$ cat src/rtl/evt_timer_pkg.sv
package evt_timer_pkg;
    typedef enum logic [1:0] {
        ST_OFF  = 2'd0,
        ST_IDLE = 2'd1,
        ST_RUN  = 2'd2,
        ST_DONE = 2'd3
    } tmr_state_e;

    localparam int CTL_EN_BIT  = 0;
    localparam int CTL_IE_BIT  = 1;
    localparam int CTL_CLR_BIT = 4;
endpackage

$ cat src/rtl/evt_timer_decode.sv
module evt_timer_decode
    import evt_timer_pkg::*;
#(
    parameter int ADDR_W = 8,
    parameter int DATA_W = 32,
    parameter logic [ADDR_W-1:0] CTL_OFS = 'h40,
    parameter logic [ADDR_W-1:0] VAL_OFS = 'h44
) (
    input  logic              bus_valid,
    input  logic              bus_write,
    input  logic [ADDR_W-1:0] bus_addr,
    input  logic [DATA_W-1:0] bus_wdata,
    output logic              ctl_wr,
    output logic              val_wr,
    output logic              en_set,
    output logic              en_stop,
    output logic              clr_req,
    output logic              ie_val
);
    logic wr;

    always_comb begin
        wr      = bus_valid && bus_write;
        ctl_wr  = wr && (bus_addr == CTL_OFS);
        val_wr  = wr && (bus_addr == VAL_OFS);
        en_set  = ctl_wr &&  bus_wdata[CTL_EN_BIT];
        en_stop = ctl_wr && !bus_wdata[CTL_EN_BIT];
        clr_req = en_set && bus_wdata[CTL_CLR_BIT];
        ie_val  = bus_wdata[CTL_EN_BIT] && bus_wdata[CTL_IE_BIT];
    end
endmodule

$ cat src/rtl/evt_timer_fsm.sv
module evt_timer_fsm
    import evt_timer_pkg::*;
#(
    parameter int CNT_W = 32
) (
    input  logic             clk,
    input  logic             rst_n,
    input  logic             en_set,
    input  logic             en_stop,
    input  logic             val_wr,
    input  logic [CNT_W-1:0] ld_val,
    input  logic             clr_req,
    output tmr_state_e       state_o,
    output logic [CNT_W-1:0] cnt_o,
    output logic             pend_o,
    output logic             enabled_o
);
    tmr_state_e       st_q, st_d;
    logic [CNT_W-1:0] cnt_q;
    logic             pend_q;
    logic             load, expire, at_end;

    // state register
    always_ff @(posedge clk or negedge rst_n) begin
        if (!rst_n) st_q <= ST_OFF;
        else        st_q <= st_d;
    end

    // next state
    always_comb begin
        st_d = st_q;
        unique case (st_q)
            ST_OFF:  if (en_set) st_d = ST_IDLE;
            ST_IDLE: if (en_stop) st_d = ST_OFF;
                     else if (val_wr) st_d = ST_RUN;
            ST_RUN:  if (en_stop) st_d = ST_OFF;
                     else if (val_wr) st_d = ST_RUN;
                     else if (at_end) st_d = ST_DONE;
            ST_DONE: if (en_stop) st_d = ST_OFF;
                     else if (val_wr) st_d = ST_RUN;
            default: st_d = ST_OFF;
        endcase
    end

    // outputs and strobes
    always_comb begin
        at_end    = (cnt_q <= CNT_W'(1));
        enabled_o = (st_q != ST_OFF);
        load      = val_wr && enabled_o && !en_stop;
        expire    = (st_q == ST_RUN) && at_end && !en_stop && !val_wr;
        state_o   = st_q;
        cnt_o     = cnt_q;
        pend_o    = pend_q;
    end

    // counter and pending flag
    always_ff @(posedge clk or negedge rst_n) begin
        if (!rst_n) begin
            cnt_q  <= '0;
            pend_q <= 1'b0;
        end else begin
            if (load)
                cnt_q <= ld_val;
            else if ((st_q == ST_RUN) && !en_stop)
                cnt_q <= at_end ? '0 : cnt_q - CNT_W'(1);
            if (expire)
                pend_q <= 1'b1;
            else if (clr_req)
                pend_q <= 1'b0;
        end
    end
endmodule

$ cat src/rtl/evt_timer_irq.sv
module evt_timer_irq (
    input  logic clk,
    input  logic rst_n,
    input  logic ctl_wr,
    input  logic ie_val,
    input  logic pend,
    output logic ie_o,
    output logic irq_o
);
    logic ie_q;

    always_ff @(posedge clk or negedge rst_n) begin
        if (!rst_n)      ie_q <= 1'b0;
        else if (ctl_wr) ie_q <= ie_val;
    end

    always_comb begin
        ie_o  = ie_q;
        irq_o = ie_q && pend;
    end
endmodule

$ cat src/rtl/evt_timer.sv
module evt_timer
    import evt_timer_pkg::*;
#(
    parameter int ADDR_W = 8,
    parameter int DATA_W = 32,
    parameter logic [ADDR_W-1:0] CTL_OFS = 'h40,
    parameter logic [ADDR_W-1:0] VAL_OFS = 'h44
) (
    input  logic              clk,
    input  logic              rst_n,
    input  logic              bus_valid,
    input  logic              bus_write,
    input  logic [ADDR_W-1:0] bus_addr,
    input  logic [DATA_W-1:0] bus_wdata,
    output logic [DATA_W-1:0] bus_rdata,
    output logic              irq_o
);
    logic              ctl_wr, val_wr, en_set, en_stop, clr_req, ie_val;
    tmr_state_e        st_w;
    logic [DATA_W-1:0] cnt_w;
    logic              pend_w, en_w, ie_w;

    evt_timer_decode #(
        .ADDR_W(ADDR_W), .DATA_W(DATA_W), .CTL_OFS(CTL_OFS), .VAL_OFS(VAL_OFS)
    ) u_dec (
        .bus_valid(bus_valid), .bus_write(bus_write), .bus_addr(bus_addr),
        .bus_wdata(bus_wdata), .ctl_wr(ctl_wr), .val_wr(val_wr),
        .en_set(en_set), .en_stop(en_stop), .clr_req(clr_req), .ie_val(ie_val)
    );

    evt_timer_fsm #(.CNT_W(DATA_W)) u_fsm (
        .clk(clk), .rst_n(rst_n), .en_set(en_set), .en_stop(en_stop),
        .val_wr(val_wr), .ld_val(bus_wdata), .clr_req(clr_req),
        .state_o(st_w), .cnt_o(cnt_w), .pend_o(pend_w), .enabled_o(en_w)
    );

    evt_timer_irq u_irq (
        .clk(clk), .rst_n(rst_n), .ctl_wr(ctl_wr), .ie_val(ie_val),
        .pend(pend_w), .ie_o(ie_w), .irq_o(irq_o)
    );

    always_comb begin
        bus_rdata = '0;
        if (bus_addr == CTL_OFS) begin
            bus_rdata[CTL_EN_BIT] = en_w;
            bus_rdata[CTL_IE_BIT] = ie_w;
        end else if (bus_addr == VAL_OFS) begin
            bus_rdata = cnt_w;
        end
    end
endmodule

$ cat config.mk
export PLATFORM = sky130hd
export DESIGN_NAME = evt_timer
export DESIGN_NICKNAME = d
export VERILOG_FILES = /design/src/rtl/evt_timer_pkg.sv /design/src/rtl/evt_timer_decode.sv /design/src/rtl/evt_timer_fsm.sv /design/src/rtl/evt_timer_irq.sv /design/src/rtl/evt_timer.sv
export SDC_FILE = /design/constraint.sdc
export NUM_CORES = 1
export LEC_CHECK = 0
export BUFFER_PORTS_ARGS = -buffer_cell sky130_fd_sc_hd__buf_2
export CAP_MARGIN = 20
export CORE_MARGIN = 2
export CORE_UTILIZATION = 45
export DETAILED_ROUTE_END_ITERATION = 10
export PLACE_DENSITY = 0.73
export SLEW_MARGIN = 30
export SYNTH_ARGS = -nofsm -noshare
export SYNTH_HDL_FRONTEND = slang
export SYNTH_SLANG_ARGS = --single-unit
$ cat constraint.sdc
create_clock -name clk -period 2.5 [get_ports clk]
set_input_delay 0.25 -clock clk [delete_from_list [all_inputs] [get_ports clk]]
set_output_delay 0.25 -clock clk [all_outputs]
set_load 0.05 [all_outputs]
==> impl_metrics.ini <==
[clocking]
clock_sinks = 36
cts_root_buf = clkbuf_8
clk_latency_ns = 0.29
ctsLongestPathBuffers = 2
htree_num_levels = 2
cts_tree = yes
holdBufCountCts = 0
clk_pin_slew_worst_paths_ns = 0.08
numCtsBuffers = 5

[layout]
nets = 489
multi_input_area_um2 = 1880
diodes = 0
n_fill_cell = 494
area_growth_pct = 43.2
register_area_um2 = 901
fin_cells = 519
drive_above_1_share = 0.399
final_util = 0.670

[yosys]
ys_types = 49
synthCells = 331
syn_avg_cell_area_um2 = 8.37
yosysWarnings = 0
synth_ff_type = dfrtp_1
yosys.area.top_type = dfrtp_1
synth_seq_area_share = 0.325
yosys-top-cells-area = dfrtp_1 (33%), o31ai_1 (6.8%), and2_1 (6.5%), a22o_1 (6.0%), nand2_1 (3.9%)
syn-num-nets = 377
async_reset_ff_frac = 1.00
synth_top_area_share = 0.325
yosys-top-cells-count = dfrtp_1 (36), and2_1 (29), nand2_1 (29)
synth_edf_count = 0
yosysMostFrequentCell = dfrtp_1
synth-seq-cells = 36
synth_area_um2 = 2770

[timing]
fmax_mhz = 376
hold_viol_final = 0
slew_headroom = 0.424
setup_ws_ns = -0.162
fin_skew_ns = 0.00192
period_minus_slack_ns = 2.66
setup_viol = 33
tightestPinTransition_ns = 0.864
setup_tns_ns = -2.99
maxSlewViolCount = 0
rsz0062_at_grt = true
post-route-period-util = 1.06

[floorplan]
dieArea_um2 = 6800
start_util = 0.468
die_h_um = 82.5
rows = 28
fp.dieW_um = 82.5
io_pins = 77
core_area_um2 = 5920

[grt]
grt.total_usage = 0.276
grt_pass1_vias = 3026
overflow = 0
grt_antenna_before_repair = 0
grt_max_degree = 48
grt_pass1_wl_um = 14300

[route]
drt-total-wl_um = 9320
firstDrtPassIters = 5
dr_total_vias = 3322
viasPerCell = 6.40
ant_nets = 0
drc = 0
drtIter0Drc = 242
wire_per_inst_um = 18.0

[power_and_ir_drop]
p_clk_frac = 0.323
comb_power_share = 0.198
peakVddDrop_v = 0.000218
p_sw_w = 0.000418
intPower_w = 0.000960
swShare = 0.303
leakage_nw = 1.78
p_per_area_nw_per_um2 = 347
seqPwrFrac = 0.479

[placement]
dp.cells = 497
numPortBuffers = 76
gp_congestion = 0.903
hpwl_um = 6340

[setup_path]
cp-start-kind = flop
endpoint_kind = flop
required_ns = 2.68
r2r_slack_ns = -0.16
crit_arrival_ns = 2.85
crit_fanout = 7
path_class = reg2reg

[flow_run]
max-cap-violations = 0

[status]
violations = setup timing
status = finished, violations left

[hold_path]
hold_path.class = in2async
layout by cell type, fill, tap and decap left out, drive strengths merged, types with 6 or more instances in the layout:
cell and n:
o21ai 6, nor2 16, buf 135, clkbuf 7, inv 9, nor3 21, nand2 29, a22oi 7
and2 29, a22o 19, o31ai 25, nor4 11, o41ai 11, or3 11, dfrtp 36
power by group through the flow:
stage	registers [W]	logic [W]	clock network, W
floorplan	0.000658	0.000144	0
global placement	0.000668	0.000258	0
detailed placement	0.000669	0.000265	0
CTS	0.000658	0.000267	0.000447
global route	0.000665	0.000303	0.000473
finish	0.000660	0.000272	0.000446
routing by layer:
metal	global-route usage	up-vias	share of wire
li1	-	1518	-
met1	0.356	1586	0.41
met2	0.452	190	0.48
met3	0.0391	28	0.080
met4	0.135	0	0.034
met5	0	-	0
critical path: stages, from the launching register on:
cell     delay (ns)
dfrtp_1        0.40
or4_4          0.55
or4_4          0.45
or4_4          0.62
buf_6          0.17
a31o_1         0.18
a22o_1         0.18
metrics by stage:
stage          hold WS (ns)  setup slack [ns]  total power, W  area [µm²]
6_report             0.0606            -0.162         0.00138        3970
5_1_grt               0.139            -0.206         0.00144        3970
4_1_cts              0.0871            -0.101         0.00137        3740
3_5_place_dp          0.403            -0.178        0.000934        3540
3_3_place_gp          0.391            -0.124        0.000926        3540
2_1_floorplan       -0.0456            -0.160        0.000802        2790
final cells by class:
cell class,instances,area share
Clock buffer,6,0.0208
Clock inverter,2,0.00252
Inverter,9,0.00852
Multi-Input combinational cell,255,0.473
Sequential cell,36,0.227
Tap cell,75,0.0237
Timing Repair Buffer,136,0.244
final timing paths:
kind                                                   from                     endpoint  cells past startpoint
worst max-delay path            u_fsm.cnt_o[17]$_DFFE_PN0P_  u_fsm.cnt_o[13]$_DFFE_PN0P_                      6
worst min-delay path                                  rst_n  u_fsm.cnt_o[25]$_DFFE_PN0P_                      1
worst max register to register  u_fsm.cnt_o[17]$_DFFE_PN0P_  u_fsm.cnt_o[13]$_DFFE_PN0P_                      6
worst min register to register  u_fsm.cnt_o[15]$_DFFE_PN0P_  u_fsm.cnt_o[15]$_DFFE_PN0P_                      1
max in group asynchronous                             rst_n   u_fsm.cnt_o[3]$_DFFE_PN0P_                      1
min in group clk                              bus_wdata[27]  u_fsm.cnt_o[27]$_DFFE_PN0P_                      3
kinds of logic (layout without fill, tap and decap cells):
| family | after synthesis | in the layout | synth area share |
|---|---|---|---|
| buf+inv | 40 | 153 | 0.0696 |
| simple gates | 145 | 145 | 0.290 |
| mux | 1 | 1 | 0.00361 |
| fa+ha+maj | 2 | 2 | 0.00903 |
| flops | 36 | 36 | 0.325 |
| compound gates | 107 | 107 | 0.303 |
sequential cells by signal, indices dropped and copies added (netlist names):
register       cells
u_fsm.cnt_o       32
u_fsm.state_o      2
u_fsm.pend_o       1
u_irq.ie_o         1
timing repair:
action | CTS | global route
setup buffers | 6 | 5
pin swaps | 4 | 17
endpoints found under the setup margin | 33 | 33
cloned | 2 | 1
gates resized for setup | 11 | 29
(Power assumes the default switching activity.)
